$ cat config.mk
export PLATFORM = sky130hd
export DESIGN_NAME = scsi_sel_seq
export DESIGN_NICKNAME = d
export VERILOG_FILES = /design/src/rtl/scsi_seq_pkg.sv /design/src/rtl/scsi_seq_regfile.sv /design/src/rtl/scsi_seq_ctrl.sv /design/src/rtl/scsi_sel_seq.sv
export SDC_FILE = /design/constraint.sdc
export NUM_CORES = 1
export LEC_CHECK = 0
export ABC_AREA = 1
export BUFFER_PORTS_ARGS = -buffer_cell sky130_fd_sc_hd__buf_2
export CORE_MARGIN = 4
export CORE_UTILIZATION = 41
export DETAILED_ROUTE_END_ITERATION = 12
export RECOVER_POWER = 50
export SYNTH_ARGS = -nofsm -noshare
export SYNTH_HDL_FRONTEND = slang
export SYNTH_SLANG_ARGS = --single-unit
export TNS_END_PERCENT = 100
$ cat constraint.sdc
create_clock -name clk -period 6 [get_ports clk]
set_input_delay 1.2 -clock clk [delete_from_list [all_inputs] [get_ports clk]]
set_output_delay 1.2 -clock clk [all_outputs]
set_load 0.03 [all_outputs]
$ cat src/rtl/scsi_seq_pkg.sv
package scsi_seq_pkg;

  typedef enum logic [2:0] {
    PH_FREE = 3'd0,
    PH_EXEC = 3'd1,
    PH_DIN  = 3'd2,
    PH_DOUT = 3'd3,
    PH_STAT = 3'd4
  } bus_phase_e;

  typedef enum logic [2:0] {
    SQ_IDLE,
    SQ_SEL,
    SQ_MSG,
    SQ_CDB,
    SQ_WAIT
  } seq_state_e;

  // register addresses the logic decodes
  localparam logic [4:0] A_OWN      = 5'h00;
  localparam logic [4:0] A_CDB0     = 5'h03;
  localparam logic [4:0] A_LUN      = 5'h0F;
  localparam logic [4:0] A_TC_HI    = 5'h12;
  localparam logic [4:0] A_DST      = 5'h15;
  localparam logic [4:0] A_WR_LAST  = 5'h16;
  localparam logic [4:0] A_STAT     = 5'h17;
  localparam logic [4:0] A_CMD      = 5'h18;
  localparam logic [4:0] A_DATA     = 5'h19;
  localparam logic [4:0] A_TOP      = 5'h1A;
  localparam logic [4:0] A_AUX      = 5'h1F;

  // command codes
  localparam logic [7:0] C_RESET    = 8'h00;
  localparam logic [7:0] C_DROP     = 8'h04;
  localparam logic [7:0] C_PROBE_A  = 8'h06;
  localparam logic [7:0] C_PROBE    = 8'h07;
  localparam logic [7:0] C_LAUNCH_A = 8'h08;
  localparam logic [7:0] C_LAUNCH   = 8'h09;

  // status codes
  localparam logic [7:0] ST_RST     = 8'h00;
  localparam logic [7:0] ST_RST_ADV = 8'h01;
  localparam logic [7:0] ST_DONE    = 8'h16;
  localparam logic [7:0] ST_TMO     = 8'h42;
  localparam logic [7:0] ST_DISC    = 8'h85;

  localparam logic [7:0] AX_INT     = 8'h80;
  localparam logic [7:0] AX_BUSY    = 8'h30;
  localparam logic [7:0] AX_READY   = 8'h31;
  localparam int         AX_CIP_BIT = 4;

  // target phase codes
  localparam logic [1:0] TP_STATUS  = 2'd0;
  localparam logic [1:0] TP_EXEC    = 2'd1;
  localparam logic [1:0] TP_DIN     = 2'd2;
  localparam logic [1:0] TP_DOUT    = 2'd3;

endpackage

$ cat src/rtl/scsi_seq_regfile.sv
module scsi_seq_regfile
  import scsi_seq_pkg::*;
#(
  parameter int CDB_N = 12,
  parameter int TC_W  = 24,
  parameter int ID_W  = 3
) (
  input  logic                 clk,
  input  logic                 rst_n,
  input  logic                 adr_we,
  input  logic [4:0]           adr_in,
  input  logic                 wr,
  input  logic                 rd,
  input  logic [7:0]           wdata,
  output logic [7:0]           rdata,
  input  logic [7:0]           stat_in,
  input  logic [7:0]           aux_in,
  input  logic                 cmd_blocked,
  output logic                 cmd_stb,
  output logic [7:0]           cmd_code,
  input  logic                 soft_clr,
  input  logic                 tc_clr,
  input  logic                 tlun_we,
  input  logic [7:0]           tlun_val,
  output logic                 own_adv,
  output logic [ID_W-1:0]      dst_id,
  output logic [7:0]           lun,
  output logic [8*CDB_N-1:0]   cdb
);

  localparam int NREG     = int'(A_TOP) + 1;
  localparam int TC_BYTES = TC_W / 8;

  logic [7:0]      regs_q [NREG];
  logic [7:0]      regs_d [NREG];
  logic [4:0]      lat_q, lat_d;
  logic [TC_W-1:0] tc_q, tc_d;
  logic            tc_hit;
  int              tc_sel;

  assign tc_hit   = (lat_q >= A_TC_HI) && (int'(lat_q) < int'(A_TC_HI) + TC_BYTES);
  assign tc_sel   = TC_BYTES - 1 - (int'(lat_q) - int'(A_TC_HI));
  assign cmd_stb  = wr && (lat_q == A_CMD);
  assign cmd_code = wdata;

  // next-state
  always_comb begin
    for (int i = 0; i < NREG; i++) regs_d[i] = regs_q[i];
    lat_d = lat_q;
    tc_d  = tc_q;
    if (adr_we) begin
      lat_d = adr_in;
    end else if (wr || rd) begin
      if (!(lat_q == A_CMD || lat_q == A_DATA || lat_q == A_AUX)) lat_d = lat_q + 5'd1;
    end
    if (wr) begin
      if (lat_q == A_CMD) begin
        if (!cmd_blocked) regs_d[A_CMD] = wdata;
      end else if (lat_q == A_DATA) begin
        regs_d[A_DATA] = wdata;
      end else if (tc_hit) begin
        tc_d[8*tc_sel +: 8] = wdata;
      end else if (lat_q <= A_WR_LAST) begin
        regs_d[lat_q] = wdata;
      end
    end
    if (soft_clr) begin
      for (int i = 1; i < NREG; i++) regs_d[i] = 8'h00;
      lat_d = 5'd0;
    end
    if (tlun_we) regs_d[A_LUN] = tlun_val;
    if (tc_clr)  tc_d = '0;
  end

  // registers
  always_ff @(posedge clk or negedge rst_n) begin
    if (!rst_n) begin
      for (int i = 0; i < NREG; i++) regs_q[i] <= 8'h00;
      lat_q <= 5'd0;
      tc_q  <= '0;
    end else begin
      for (int i = 0; i < NREG; i++) regs_q[i] <= regs_d[i];
      lat_q <= lat_d;
      tc_q  <= tc_d;
    end
  end

  // read mux
  always_comb begin
    if (tc_hit)                rdata = tc_q[8*tc_sel +: 8];
    else if (lat_q == A_STAT)  rdata = stat_in;
    else if (lat_q == A_AUX)   rdata = aux_in;
    else if (lat_q <= A_TOP)   rdata = regs_q[lat_q];
    else                       rdata = 8'hFF;
  end

  assign own_adv = regs_q[A_OWN][3];
  assign dst_id  = regs_q[A_DST][ID_W-1:0];
  assign lun     = regs_q[A_LUN];

  for (genvar k = 0; k < CDB_N; k++) begin : g_cdb
    assign cdb[8*k +: 8] = regs_q[int'(A_CDB0) + k];
  end

  AST_LATCH_HOLDS_ON_DATA: assert property (@(posedge clk) disable iff (!rst_n)
    (wr || rd) && !adr_we && !soft_clr && lat_q == A_DATA |=> lat_q == A_DATA);
  AST_RESET_CLEARS_LATCH: assert property (@(posedge clk) disable iff (!rst_n)
    soft_clr |=> lat_q == 5'd0 && tc_q == '0);

endmodule

$ cat src/rtl/scsi_seq_ctrl.sv
module scsi_seq_ctrl
  import scsi_seq_pkg::*;
#(
  parameter int ID_W = 3
) (
  input  logic            clk,
  input  logic            rst_n,
  input  logic            cmd_stb,
  input  logic [7:0]      cmd_code,
  output logic            cmd_blocked,
  output logic            soft_clr,
  output logic            tc_clr,
  output logic            tlun_we,
  output logic [7:0]      tlun_val,
  input  logic            own_adv,
  input  logic [ID_W-1:0] dst_id,
  input  logic [7:0]      lun,
  output logic [7:0]      scsi_stat,
  output logic [7:0]      aux_stat,
  output logic [2:0]      bus_phase,
  output logic            tgt_sel_req,
  output logic [ID_W-1:0] tgt_id,
  input  logic            tgt_present,
  output logic            tgt_msg_vld,
  output logic [7:0]      tgt_msg,
  output logic            tgt_cdb_vld,
  input  logic            tgt_ph_vld,
  input  logic [1:0]      tgt_ph,
  input  logic [7:0]      tgt_status,
  output logic            tgt_disc,
  output logic            buf_clr,
  input  logic            xfe_done,
  input  logic [7:0]      xfe_status
);

  seq_state_e      seq_q, seq_d;
  bus_phase_e      ph_q, ph_d;
  logic [7:0]      stat_q, stat_d, aux_q, aux_d;
  logic [ID_W-1:0] tid_q, tid_d;
  logic            atn_q, atn_d;
  logic            disc_q, disc_d, bclr_q, bclr_d;
  logic            cmd_ok, timeout, drop_req, drop_force;

  assign cmd_blocked = aux_q[AX_CIP_BIT] || (seq_q != SQ_IDLE);
  assign cmd_ok      = cmd_stb && !cmd_blocked;

  // next-state
  always_comb begin
    seq_d = seq_q;  ph_d  = ph_q;  stat_d = stat_q; aux_d = aux_q;
    tid_d = tid_q;  atn_d = atn_q;
    disc_d = 1'b0;  bclr_d = 1'b0;
    tc_clr = 1'b0;  tlun_we = 1'b0; tlun_val = tgt_status; soft_clr = 1'b0;
    timeout = 1'b0; drop_req = 1'b0; drop_force = 1'b0;
    case (seq_q)
      SQ_IDLE: begin
        if (xfe_done && ph_q != PH_FREE) begin
          tlun_we  = 1'b1;
          tlun_val = xfe_status;
          stat_d   = ST_DONE;
          drop_req = 1'b1;
        end else if (cmd_ok) begin
          case (cmd_code)
            C_RESET: begin
              soft_clr = 1'b1;
              drop_req = 1'b1;
            end
            C_DROP: drop_req = 1'b1;
            C_PROBE_A, C_PROBE: begin
              tid_d   = dst_id;
              timeout = 1'b1;
            end
            C_LAUNCH_A, C_LAUNCH: begin
              tid_d = dst_id;
              atn_d = (cmd_code == C_LAUNCH_A);
              if (ph_q == PH_EXEC) timeout = 1'b1;
              else                 seq_d   = SQ_SEL;
            end
            default: ;
          endcase
        end
      end
      SQ_SEL: begin
        if (tgt_present) begin
          seq_d = atn_q ? SQ_MSG : SQ_CDB;
        end else begin
          timeout = 1'b1;
          seq_d   = SQ_IDLE;
        end
      end
      SQ_MSG: seq_d = SQ_CDB;
      SQ_CDB: seq_d = SQ_WAIT;
      SQ_WAIT: begin
        if (tgt_ph_vld) begin
          seq_d = SQ_IDLE;
          case (tgt_ph)
            TP_STATUS: begin
              tlun_we    = 1'b1;
              tlun_val   = tgt_status;
              stat_d     = ST_DONE;
              drop_req   = 1'b1;
              drop_force = 1'b1;
            end
            TP_EXEC: begin
              ph_d  = PH_EXEC;
              aux_d = AX_BUSY;
            end
            TP_DIN: begin
              ph_d   = PH_DIN;
              aux_d  = AX_READY;
              bclr_d = 1'b1;
            end
            default: begin
              ph_d   = PH_DOUT;
              aux_d  = AX_READY;
              bclr_d = 1'b1;
            end
          endcase
        end
      end
      default: seq_d = SQ_IDLE;
    endcase

    if (timeout) begin
      stat_d = ST_TMO;
      aux_d  = AX_INT;
      tc_clr = 1'b1;
    end
    if (drop_req) begin
      tc_clr = 1'b1;
      if (ph_q != PH_FREE || drop_force) begin
        disc_d = 1'b1;
        if (stat_d != ST_DONE) stat_d = ST_DISC;
        aux_d  = AX_INT;
        ph_d   = PH_FREE;
      end
    end
    if (soft_clr) stat_d = own_adv ? ST_RST_ADV : ST_RST;
  end

  // registers
  always_ff @(posedge clk or negedge rst_n) begin
    if (!rst_n) begin
      seq_q  <= SQ_IDLE;
      ph_q   <= PH_FREE;
      stat_q <= ST_RST;
      aux_q  <= AX_INT;
      tid_q  <= '0;
      atn_q  <= 1'b0;
      disc_q <= 1'b0;
      bclr_q <= 1'b0;
    end else begin
      seq_q  <= seq_d;
      ph_q   <= ph_d;
      stat_q <= stat_d;
      aux_q  <= aux_d;
      tid_q  <= tid_d;
      atn_q  <= atn_d;
      disc_q <= disc_d;
      bclr_q <= bclr_d;
    end
  end

  assign scsi_stat   = stat_q;
  assign aux_stat    = aux_q;
  assign bus_phase   = ph_q;
  assign tgt_id      = tid_q;
  assign tgt_sel_req = (seq_q == SQ_SEL);
  assign tgt_msg_vld = (seq_q == SQ_MSG);
  assign tgt_msg     = lun | 8'h80;
  assign tgt_cdb_vld = (seq_q == SQ_CDB);
  assign tgt_disc    = disc_q;
  assign buf_clr     = bclr_q;

  AST_REFUSED_CMD_INERT: assert property (@(posedge clk) disable iff (!rst_n)
    cmd_stb && aux_q[AX_CIP_BIT] && seq_q == SQ_IDLE && !xfe_done
    |=> $stable(scsi_stat) && $stable(aux_stat) && $stable(bus_phase));
  AST_ABSENT_TIMES_OUT: assert property (@(posedge clk) disable iff (!rst_n)
    tgt_sel_req && !tgt_present |=> scsi_stat == ST_TMO && aux_stat == AX_INT);
  AST_IDENT_FOLLOWS_SEL: assert property (@(posedge clk) disable iff (!rst_n)
    tgt_msg_vld |-> tgt_msg[7] && $past(tgt_sel_req));
  AST_CDB_ORDER: assert property (@(posedge clk) disable iff (!rst_n)
    tgt_cdb_vld |-> $past(tgt_sel_req) || $past(tgt_msg_vld));
  AST_DISC_FREES_BUS: assert property (@(posedge clk) disable iff (!rst_n)
    tgt_disc |-> bus_phase == PH_FREE && aux_stat == AX_INT);
  AST_EXEC_FLAGS: assert property (@(posedge clk) disable iff (!rst_n)
    bus_phase == PH_EXEC |-> aux_stat == AX_BUSY);
  AST_ONE_STROBE: assert property (@(posedge clk) disable iff (!rst_n)
    $onehot0({tgt_sel_req, tgt_msg_vld, tgt_cdb_vld, tgt_disc}));

endmodule

$ cat src/rtl/scsi_sel_seq.sv
module scsi_sel_seq
  import scsi_seq_pkg::*;
#(
  parameter int CDB_N = 12,
  parameter int TC_W  = 24,
  parameter int ID_W  = 3
) (
  input  logic                clk,
  input  logic                rst_n,
  input  logic                host_adr_we,
  input  logic [4:0]          host_adr,
  input  logic                host_wr,
  input  logic                host_rd,
  input  logic [7:0]          host_wdata,
  output logic [7:0]          host_rdata,
  output logic [7:0]          scsi_stat,
  output logic [7:0]          aux_stat,
  output logic [2:0]          bus_phase,
  output logic                tgt_sel_req,
  output logic [ID_W-1:0]     tgt_id,
  input  logic                tgt_present,
  output logic                tgt_msg_vld,
  output logic [7:0]          tgt_msg,
  output logic                tgt_cdb_vld,
  output logic [8*CDB_N-1:0]  tgt_cdb,
  input  logic                tgt_ph_vld,
  input  logic [1:0]          tgt_ph,
  input  logic [7:0]          tgt_status,
  output logic                tgt_disc,
  output logic                buf_clr,
  input  logic                xfe_done,
  input  logic [7:0]          xfe_status
);

  logic            cmd_blocked, cmd_stb, soft_clr, tc_clr, tlun_we, own_adv;
  logic [7:0]      cmd_code, tlun_val, lun;
  logic [ID_W-1:0] dst_id;

  scsi_seq_regfile #(.CDB_N(CDB_N), .TC_W(TC_W), .ID_W(ID_W)) u_regs (
    .clk         (clk),
    .rst_n       (rst_n),
    .adr_we      (host_adr_we),
    .adr_in      (host_adr),
    .wr          (host_wr),
    .rd          (host_rd),
    .wdata       (host_wdata),
    .rdata       (host_rdata),
    .stat_in     (scsi_stat),
    .aux_in      (aux_stat),
    .cmd_blocked (cmd_blocked),
    .cmd_stb     (cmd_stb),
    .cmd_code    (cmd_code),
    .soft_clr    (soft_clr),
    .tc_clr      (tc_clr),
    .tlun_we     (tlun_we),
    .tlun_val    (tlun_val),
    .own_adv     (own_adv),
    .dst_id      (dst_id),
    .lun         (lun),
    .cdb         (tgt_cdb)
  );

  scsi_seq_ctrl #(.ID_W(ID_W)) u_ctrl (
    .clk         (clk),
    .rst_n       (rst_n),
    .cmd_stb     (cmd_stb),
    .cmd_code    (cmd_code),
    .cmd_blocked (cmd_blocked),
    .soft_clr    (soft_clr),
    .tc_clr      (tc_clr),
    .tlun_we     (tlun_we),
    .tlun_val    (tlun_val),
    .own_adv     (own_adv),
    .dst_id      (dst_id),
    .lun         (lun),
    .scsi_stat   (scsi_stat),
    .aux_stat    (aux_stat),
    .bus_phase   (bus_phase),
    .tgt_sel_req (tgt_sel_req),
    .tgt_id      (tgt_id),
    .tgt_present (tgt_present),
    .tgt_msg_vld (tgt_msg_vld),
    .tgt_msg     (tgt_msg),
    .tgt_cdb_vld (tgt_cdb_vld),
    .tgt_ph_vld  (tgt_ph_vld),
    .tgt_ph      (tgt_ph),
    .tgt_status  (tgt_status),
    .tgt_disc    (tgt_disc),
    .buf_clr     (buf_clr),
    .xfe_done    (xfe_done),
    .xfe_status  (xfe_status)
  );

endmodule

# Yosys cells after proc, flatten, opt, wreduce, memory -nomap -nowiden
# Cells that the tools add are included.
# classes
addsub	4
order_cmp	6
eq_ne	35
shifts	3
muxes	89
n_bitwise	5
reduce_logical	40
# ops
op	count
2-to-1 mux 208 bit	4
bitwise mux 216 bit	1
2-to-1 mux 8 bit	27
2-to-1 mux 192 bit	1
2-to-1 mux 184 bit	1
2-to-1 mux 24 bit	5
binary-select mux 8 bit (select 5 bit)	1
demux 8 bit (select 5 bit)	1
negation 32 -> 33 bit	1
variable shift 8 x 33 -> 24 bit, first input constant	1
indexed part select 8 x 33 -> 24 bit	1
case mux 8 bit (2 select lines)	2
indexed part select 24 x 32 -> 8 bit	1
2-to-1 mux 3 bit	10
subtractor 3 x 29 -> 29 bit, first input constant	1
AND reduction 5 bit	5
bitwise mux 24 bit	1
== test 8 x 3 -> 1 bit, second input constant	3
2-to-1 mux 1 bit	24
inequality test 3 bit, second input constant	8
nonzero test 3 bit	7
== test 5 bit, second input constant	4
2-to-1 mux 5 bit	4
inequality test 2 bit, second input constant	9
32 further kinds	59
# totals
regBits	273
input_bits	39

# Depth between registers and ports, before layout
# Gate-level depths: netlist (run 1).
# logic_depth
depth_word	13
mapped_depth	29
ltp_nobuf	26

# Cells and area by module
# A second synthesis (run 1) with hierarchy kept.
# unflattened
cells_unflattened	1923
hier_area_um2	15374.7
# by_module_without_submodules
module	instances	cells_per_inst	area_each_um2
scsi_seq_regfile	1	1714	13740.7
scsi_seq_ctrl	1	209	1634.1

# Worst setup path after synthesis (run 1)
# OpenSTA, ideal clock, no wires.
# synth_path
path_kind	reg-to-output
startpoint	register u_regs.lat_q[1]
endpoint	output port host_rdata[2]
arrival_ns	3.216
t_required_ns	4.800
slack_ns	1.584
stages_incl_launch_ff	14
path_buffers	3
path_cell_list	dfrtp_1 > buf_2 > inv_2 > clkbuf_1 > buf_1 > ha_1 > inv_1 > nand2_1 > nand2_2 > nand2_2 > nand2_1 > nor3_1 > inv_1 > o32ai_1
# synth_between
elab_chain_cells	8
elab_cells_between_ends	17
classes_between	add/sub (2); order compare (3); eq/ne (2); shift (1); mux (7); bitwise (1); reduce/logical (1)
# synth_rtl
item	line_no	rtl
from (decl)	scsi_seq_regfile.sv:36	logic [4:0] lat_q, lat_d;
from (signal assigned)	scsi_seq_regfile.sv:83	lat_q <= lat_d;
branches (longest 7 deep; another with subtractor 3 x 29 -> 29 bit)	-	
2-to-1 mux 8 bit *	scsi_seq_regfile.sv:90	if (tc_hit) rdata = tc_q[8*tc_sel +: 8];
to (decl)	scsi_sel_seq.sv:15	output logic [7:0] host_rdata,
# Mark *: on every way between the ends. The select of a mux whose other input is x is not followed.

# Worst setup path in the final report (run 1)
# layout_path
startpoint	register u_regs.lat_q[0]
endpoint	output port host_rdata[3]
# Same word-level chain as after synthesis.

==> reports/summary.log, run 1 <==
INFO  layout         areaGrowthSynthToFinish=9.59%
INFO  yosys          synthSimpleGateAreaFrac=0.203
INFO  layout         layout.nets=2011
INFO  yosys          synth-xor-area-share=0.00462
INFO  yosys          synth-warning-count=0
INFO  drt            routed_wirelength=51500um
INFO  drt            drc=0
INFO  die            std_cell_rows=70
INFO  global_route   use_met1=0.359
INFO  timing         final.hold.worst_slack=0.469ns
INFO  critical_path  worst_ep_arrival_time=4.27ns
INFO  cts            cts-buffers-inserted=31
INFO  die            dieArea=40100um^2
INFO  die            num_io_pins=178
INFO  hold_path      min-delay-path-class=register to register
INFO  timing         finClkSkew=0.0278ns
INFO  yosys          synth-adder-area-share=0.0148
INFO  drt            drt-pass1-iter-count=5
INFO  critical_path  timing.reg2reg.setup_slack=1.07ns
INFO  yosys          fraction_of_the_yosys_area_taken_by_sequential_cells=0.451
INFO  yosys          yosys_register_bits=273
INFO  timing         relSlewSlack=-0.767
INFO  cts            clock_path_buffers=3
INFO  global_route   grt.met2_usage=0.385
INFO  global_route   largest_net_degree_at_the_start_of_global_routing=124
INFO  die            die-width=200um
INFO  cts            tritoncts=built
INFO  global_route   first_global_vias=13938
INFO  cts            clock_pin_transition_on_the_worst_setup_and_hold_timing_paths=0.06ns
INFO  timing         worst_slack=0.530ns
INFO  timing         slew_violations=225
INFO  placed_design  dp.cells=2389
INFO  layout         final_core_util=0.455
INFO  critical_path  crit_type=register to primary output
INFO  placed_design  dpl.hpwl=35000um
INFO  yosys          yosys.cell_types.count=53
INFO  yosys          synth.mux.area_fraction=0
INFO  cts            clock-root-buffer=sky130_fd_sc_hd__clkbuf_16
INFO  timing         final.period_utilization=0.912
INFO  global_route   grt_use_total=0.249
INFO  drt            vias=14093
INFO  timing         setup_total_negative_slack=0ns
INFO  placed_design  buffer_ports.inserted=176
INFO  cts            numClockSinks=273
INFO  yosys          post_synth.cell_area_avg=7.87um^2
INFO  cts            cts-resized-gates=0
INFO  status         run_status=complete, but fails checks
INFO  yosys          synth.net_count=1983
INFO  drt            detail_route.wl_per_cell=21.0um
INFO  critical_path  worstRegToRegCells=11
INFO  cts            cts_setup_buffers=0
INFO  cts            insertion_delay=0.59ns
INFO  die            die_height=200um
INFO  global_route   antenna_found_initial=2
INFO  placed_design  setup_slack_placement=1.18ns
INFO  job            max_cap_viol_count=2
INFO  critical_path  path_max_fanout=42
INFO  timing         final_hold_viol_count=0
INFO  cts            clock_tree.htree_level_count=1
INFO  hold_path      holdCritStartpoint=u_regs.tc_q[7]
INFO  global_route   grt_pass1_wl=81200um
INFO  yosys          synth.cell_area=15200um^2
INFO  timing         worst_slew_pin_slew=2.65ns
INFO  critical_path  required=4.80ns
INFO  critical_path  r2r_end=u_regs.cdb[29]
INFO  timing         final-setup-viol-count=0
INFO  die            floorplan.initialDensity=0.415
INFO  timing         final_period_minus_worst_setup_slack=5.47ns
INFO  yosys          postSynthCellCount=1926
INFO  layout         post_route_cells_drive_above_1_share=0.116
INFO  cts            cts_hold_buffers=0
INFO  global_route   grt_use_met3=0.0432
INFO  global_route   global_route.overflow_total=0
INFO  yosys          synth_compound_area_frac=0.198
INFO  drt            drtAntennaViolNets=0
INFO  yosys          ys_top_cells_by_area=sky130_fd_sc_hd__dfrtp_1, sky130_fd_sc_hd__o21ai_0, sky130_fd_sc_hd__nand2_1, sky130_fd_sc_hd__nand3_1, sky130_fd_sc_hd__buf_4
INFO  yosys          synth_top_family_by_area=simple AND/OR/NAND/NOR gates
INFO  yosys          post-synth-top-area-cell=sky130_fd_sc_hd__dfrtp_1
INFO  global_route   grt_busiest_layer=met2
INFO  critical_path  setup.worst_path.end_class=primary output
INFO  layout         non_filler_cells_in_the_finished_layout=2447
INFO  power_and_ir_drop power.leakage=8.17nW
INFO  timing         setup_repair_after_global_routing_missed_its_margin=no
INFO  die            coreArea=36500um^2
INFO  hold_path      hold_path_depth=2
INFO  timing         fmax=183MHz
INFO  placed_design  globalplace.congestion=0.914
INFO  power_and_ir_drop ir_worst_vdd=0.316mV
INFO  status         failed_checks=capacitance limit, slew limit
INFO  yosys          post-synth-top-area-fraction=0.449
INFO  critical_path  critPathLaunchType=register
INFO  power_and_ir_drop power.density_cell_area=526nW/um^2
INFO  drt            first_iter_violations=1384
INFO  drt            detail_route.vias_per_cell=5.76
INFO  critical_path  regToRegStartpoint=u_regs.lat_q[0]
INFO  hold_path      min_delay_worst_endpoint=u_regs.tc_q[7]
==> how the worst max path moves through the flow <==
stage | endpoint | cells after the start | slack, ns | start
3_5_place_dp | u_regs.cdb[29] | 11 | 1.18 | u_regs.lat_q[0]
2_1_floorplan | host_rdata[2] | 13 | 1.58 | u_regs.lat_q[1]
6_report | host_rdata[3] | 13 | 0.53 | u_regs.lat_q[0]
4_1_cts | host_rdata[3] | 13 | 0.57 | u_regs.lat_q[0]
5_1_grt | host_rdata[3] | 13 | 0.26 | u_regs.lat_q[0]
3_3_place_gp | host_rdata[3] | 13 | 1.19 | u_regs.lat_q[0]
==> layer usage <==
metal | vias to the layer above | wire, um
met5 | - | 13
met4 | 2 | 1700
met3 | 102 | 4410
met2 | 662 | 22700
met1 | 6781 | 22600
li1 | 6546 | -
==> worst max-delay path: stages, from the launching register on <==
cell and delay, ns:
sky130_fd_sc_hd__dfrtp_4 0.57, sky130_fd_sc_hd__clkinv_2 0.43, sky130_fd_sc_hd__buf_4 0.34, sky130_fd_sc_hd__ha_1 0.52, sky130_fd_sc_hd__inv_1 0.09, sky130_fd_sc_hd__o211ai_1 0.21, sky130_fd_sc_hd__inv_1 0.07, sky130_fd_sc_hd__nor2_1 0.20
sky130_fd_sc_hd__inv_1 0.15, sky130_fd_sc_hd__a211oi_1 0.50, sky130_fd_sc_hd__nor3_1 0.11, sky130_fd_sc_hd__a21oi_1 0.18, sky130_fd_sc_hd__o22ai_1 0.11, sky130_fd_sc_hd__buf_2 0.20
==> layout make-up <==
type,instances,area [um^2]
inverters,205,774
multi-input cells,1245,6380
repair buffers,198,973
flip-flops and latches,273,6840
well taps,468,586
clock inverters,13,161
diodes,1,2.50
fillers,3687,19900
clock buffers,44,905
==> through the flow <==
stage               cell area [um^2]  total power (W)
floorplan                      15200          0.00597
global placement               15700          0.00676
detailed placement             15700          0.00680
CTS                            16700          0.00879
global route                   16600          0.00932
finish                         16600          0.00875
==> registers in the layout, indices dropped and copies added (netlist names) <==
| signal | count |
|---|---|
| u_regs.lun | 8 |
| u_regs.regs_q | 108 |
| u_ctrl.scsi_stat | 8 |
| u_ctrl.tgt_disc | 1 |
| u_regs.cdb | 96 |
| u_ctrl.atn_q | 1 |
| u_ctrl.aux_stat | 8 |
| u_ctrl.tgt_id | 3 |
| u_regs.dst_id | 3 |
| u_regs.lat_q | 5 |
| u_regs.own_adv | 1 |
| u_ctrl.bus_phase | 3 |
| u_regs.tc_q | 24 |
| u_ctrl.buf_clr | 1 |
| u_ctrl.seq_q | 3 |
==> cell families (layout without fill, tap and decap cells) <==
family	count (synthesis)	after routing
flip-flops	273	273
XOR/XNOR	8	8
AND/OR/NAND/NOR	670	670
other	1	2
buffers and inverters	408	460
AO/OA/AOI/OAI	548	548
adder cells (fa/ha/maj)	18	18
==> synthesized netlist by cell type (all sizes together) <==
library cell and n:
a22oi 4, a311oi 1, a211o 1, a21o 1
nand2 285, xor2 5, ha 18, o32ai 1
clkinv 9, a211oi 7, o21ai 251, nor3b 2
a221oi 1, xnor2 3, dfstp 1, nor4 8
a41oi 3, a21oi 147, nor3 42, conb 1
o211ai 9, buf 120, dfrtp 272, clkbuf 83
nand3 187, nor2 122, o22ai 105, o2111ai 1
o221ai 4, o31ai 4, inv 196, nand3b 2
nand4 22, a31oi 8
==> power by group <==
| part | leakage, nW | switching [W] | internal [W] | total [W] |
|---|---|---|---|---|
| Clock | 0.530 | 0.000809 | 0.00118 | 0.00199 |
| Combinational | 4.34 | 0.00277 | 0.00105 | 0.00382 |
| Sequential | 3.30 | 0.000444 | 0.00250 | 0.00294 |
==> cell usage in the layout, fill, tap and decap left out, drive strengths merged, types with 4 or more instances in the layout <==
cell and instances:
nor4 8, buf 129, nand3 187, o22ai 105, dfrtp 272, a31oi 8, clkinv 18, a22oi 4
nand2 285, o21ai 251, clkbuf 113, ha 18, o211ai 9, a21oi 147, a211oi 7, nor3 42
o31ai 4, o221ai 4, nor2 122, xor2 5, nand4 22, inv 196
Power figures use the tool's default switching activity.
==> run 2, diff against run 1 <==
--- a/config.mk
+++ b/config.mk
@@ -8,7 +8,7 @@
 export ABC_AREA = 1
 export BUFFER_PORTS_ARGS = -buffer_cell sky130_fd_sc_hd__buf_2
 export CORE_MARGIN = 4
-export CORE_UTILIZATION = 41
+export CORE_UTILIZATION = 40
 export DETAILED_ROUTE_END_ITERATION = 12
 export RECOVER_POWER = 50
 export SYNTH_ARGS = -nofsm -noshare
==> run 2 against run 1 <==
  * The flow still finishes with violations (capacitance limit, slew limit)
  * Cell area increased by 0.56%
  * Wire length decreased by 0.73%
  * Global-route usage decreased by 0.95 points
  * Via count decreased by 0.43%
  * Total power increased by 0.65%
  * Sequential share of layout area decreased by 0.23 points
  * Final cell count increased by 1.8%
  * Non-clock buffer count increased by 2
  * Sequential power about the same
  * Clock skew decreased by 0.015 ns
  * Critical endpoint unchanged
  * Largest cell class unchanged
  * Largest power group unchanged
==> reports/summary.log, run 2 (same netlist as run 1, synthesis figures left out) <==
INFO  layout         max_reg_flops=108 [unchanged]
INFO  die            die_height=203um [+1.2%]
INFO  cts            clock_tree.htree_level_count=1 [unchanged]
INFO  global_route   grt_use_total=0.240 [-0.00945]
INFO  timing         final-setup-viol-count=0 [unchanged]
INFO  critical_path  cpLargestDelayFamily=buffers and inverters
INFO  critical_path  crit_type=register to primary output
INFO  global_route   antenna_found_initial=0 [-2]
INFO  timing         setup_repair_after_global_routing_missed_its_margin=no
INFO  cts            numClockSinks=273 [unchanged]
INFO  cts            tritoncts=built
INFO  cts            insertion_delay=0.56ns [-0.03 ns]
INFO  job            max_cap_viol_count=1 [-1]
INFO  layout         largest-register=u_regs.regs_q
INFO  layout         post_route_cells_drive_above_1_share=0.117 [+0.00140]
INFO  placed_design  buffer_ports.inserted=176 [unchanged]
INFO  cts            clock_path_buffers=3 [unchanged]
INFO  power_and_ir_drop power.density_cell_area=527nW/um^2 [about the same]
INFO  status         run_status=complete, but fails checks
INFO  power_and_ir_drop ir_worst_vdd=0.311mV [-1.6%]
INFO  critical_path  cp_slowest_cell=sky130_fd_sc_hd__buf_4
INFO  timing         final_hold_viol_count=0 [unchanged]
INFO  layout         areaGrowthSynthToFinish=10.2%
INFO  die            num_io_pins=178 [unchanged]
INFO  layout         final_cell_mix=sky130_fd_sc_hd__nand2_1, sky130_fd_sc_hd__dfrtp_1, sky130_fd_sc_hd__o21ai_0
INFO  placed_design  globalplace.congestion=0.902 [-1.3%]
INFO  cts            cts-buffers-inserted=31 [unchanged]
INFO  critical_path  critical_path.max_stage_delay=0.65ns [+0.08 ns]
INFO  drt            first_iter_violations=1461 [+5.6%]
INFO  die            dieArea=41100um^2 [+2.4%]
INFO  power_and_ir_drop post-layout-total-power=0.00881W [+0.65%]
INFO  die            die-width=203um [+1.2%]
INFO  drt            drtAntennaViolNets=0 [unchanged]
INFO  cts            clock-root-buffer=sky130_fd_sc_hd__clkbuf_16
INFO  cts            cts_hold_buffers=0 [unchanged]
INFO  critical_path  worst_ep_arrival_time=4.08ns [-0.19 ns]
INFO  timing         relSlewSlack=-1.14 [-0.370]
INFO  drt            drc=0 [unchanged]
INFO  cts            cts-resized-gates=0 [unchanged]
INFO  status         failed_checks=capacitance limit, slew limit
INFO  global_route   global_route.overflow_total=0 [unchanged]
INFO  drt            detail_route.wl_per_cell=20.5um [-2.5%]
INFO  critical_path  critPathLaunchType=register
INFO  drt            detail_route.vias_per_cell=5.63 [-2.2%]
INFO  global_route   largest_net_degree_at_the_start_of_global_routing=127 [+2.4%]
INFO  critical_path  cpMostUsedCell=sky130_fd_sc_hd__inv_1
INFO  timing         final_period_minus_worst_setup_slack=5.28ns [-0.192 ns]
INFO  layout         final_core_util=0.445 [-0.0103]
INFO  placed_design  dpl.hpwl=35200um [+0.63%]
INFO  timing         finClkSkew=0.0125ns [-0.0153 ns]
INFO  drt            vias=14033 [-0.43%]
INFO  timing         worst_slew_pin_slew=3.21ns [+0.555 ns]
INFO  die            floorplan.initialDensity=0.404 [-0.0117]
INFO  critical_path  critical_path_buf_inv_count=5 [-1]
INFO  critical_path  critical_path.cell_chain=buf_4 > ha_1 > inv_1 > o211ai_1 > inv_1 > nor2_1 > inv_1 > a211oi_1 > nor3_1 > a21oi_1 > o22ai_1 > buf_2
INFO  timing         slew_violations=127 [-44%]
INFO  timing         setup_total_negative_slack=0ns [unchanged]
INFO  critical_path  required=4.80ns [about the same]
INFO  drt            routed_wirelength=51100um [-0.73%]
INFO  critical_path  path_max_fanout=65 [+55%]
INFO  global_route   first_global_vias=13298 [-4.6%]
INFO  cts            cts_setup_buffers=0 [unchanged]
INFO  critical_path  setup.worst_path.end_class=primary output
INFO  global_route   grt_pass1_wl=78800um [-2.9%]
INFO  die            std_cell_rows=71 [+1.4%]
INFO  die            coreArea=37600um^2 [+2.9%]
INFO  timing         final.period_utilization=0.880 [-0.0321]
INFO  cts            clock_pin_transition_on_the_worst_setup_and_hold_timing_paths=0.06ns [about the same]
INFO  power_and_ir_drop power.leakage=8.18nW [+0.17%]
INFO  timing         fmax=189MHz [+3.6%]
INFO  hold_path      min-delay-path-class=register to register
INFO  drt            drt-pass1-iter-count=5 [unchanged]
INFO  layout         layout.nets=2013 [+0.099%]
[run 2: changes by cell type in the layout (fill, tap and decap cells not counted)]
cell | before | now
sky130_fd_sc_hd__inv_6 | 1 | 2
sky130_fd_sc_hd__buf_4 | 19 | 21
sky130_fd_sc_hd__bufinv_16 | 3 | 5
sky130_fd_sc_hd__clkbuf_4 | 1 | 0
sky130_fd_sc_hd__clkbuf_2 | 2 | 4
sky130_fd_sc_hd__clkinvlp_4 | 1 | 2
sky130_fd_sc_hd__buf_12 | 1 | 0
sky130_fd_sc_hd__inv_16 | 1 | 0
sky130_fd_sc_hd__clkbuf_1 | 71 | 70
sky130_fd_sc_hd__buf_2 | 109 | 107
[run 2: cell type report]
type	instances	area, um^2
diodes	1	2.50
clock inverters	16	218
well taps	511	639
inverters	205	774
fillers	3783	20900
repair buffers	200	968
clock buffers	41	893
flip-flops and latches	273	6840
multi-input cells	1245	6380
[run 2: path summary, 6_finish.rpt]
| kind | from | endpoint | slack [ns] | depth (start not counted) |
|---|---|---|---|---|
| setup / recovery | u_regs.lat_q[1] | host_rdata[3] | 0.72 | 12 |
| hold / removal | u_ctrl.seq_q[2] | u_ctrl.seq_q[0] | 0.47 | 1 |
| setup reg to reg | u_regs.lat_q[2] | u_regs.tc_q[18] | 1.24 | 19 |
| hold reg to reg | u_ctrl.seq_q[2] | u_ctrl.seq_q[0] | 0.47 | 1 |
| max in group asynchronous | rst_n | u_regs.lat_q[0] | 1.42 | 2 |
| min in group asynchronous | rst_n | u_regs.cdb[59] | 1.66 | 1 |
[run 2: per-stage QoR]
step | hold WS (ns) | cells | cell area, um^2 | setup WS [ns]
after floorplan | 0.434 | 1926 | 15200 | 1.58
after global placement | 0.455 | 2434 | 15700 | 1.21
after detailed placement | 0.456 | 2434 | 15700 | 1.19
after CTS | 0.467 | 2491 | 16800 | 0.866
after global routing | 0.489 | 2491 | 16700 | 0.548
final | 0.465 | 2492 | 16700 | 0.722
[run 2: metal layers]
layer  global-route usage  vias to the layer above  share of wire
li1                     -                     6539              -
met1                0.356                     6801           0.45
met2                0.364                      603           0.44
met3               0.0356                       90          0.073
met4               0.0720                        0          0.034
met5                    0                        -              0
[run 2: power by group]
part	switching (W)	internal [W]
sequential	0.000440	0.00250
combinational	0.00277	0.00105
clock	0.000792	0.00126
total	0.00400	0.00480
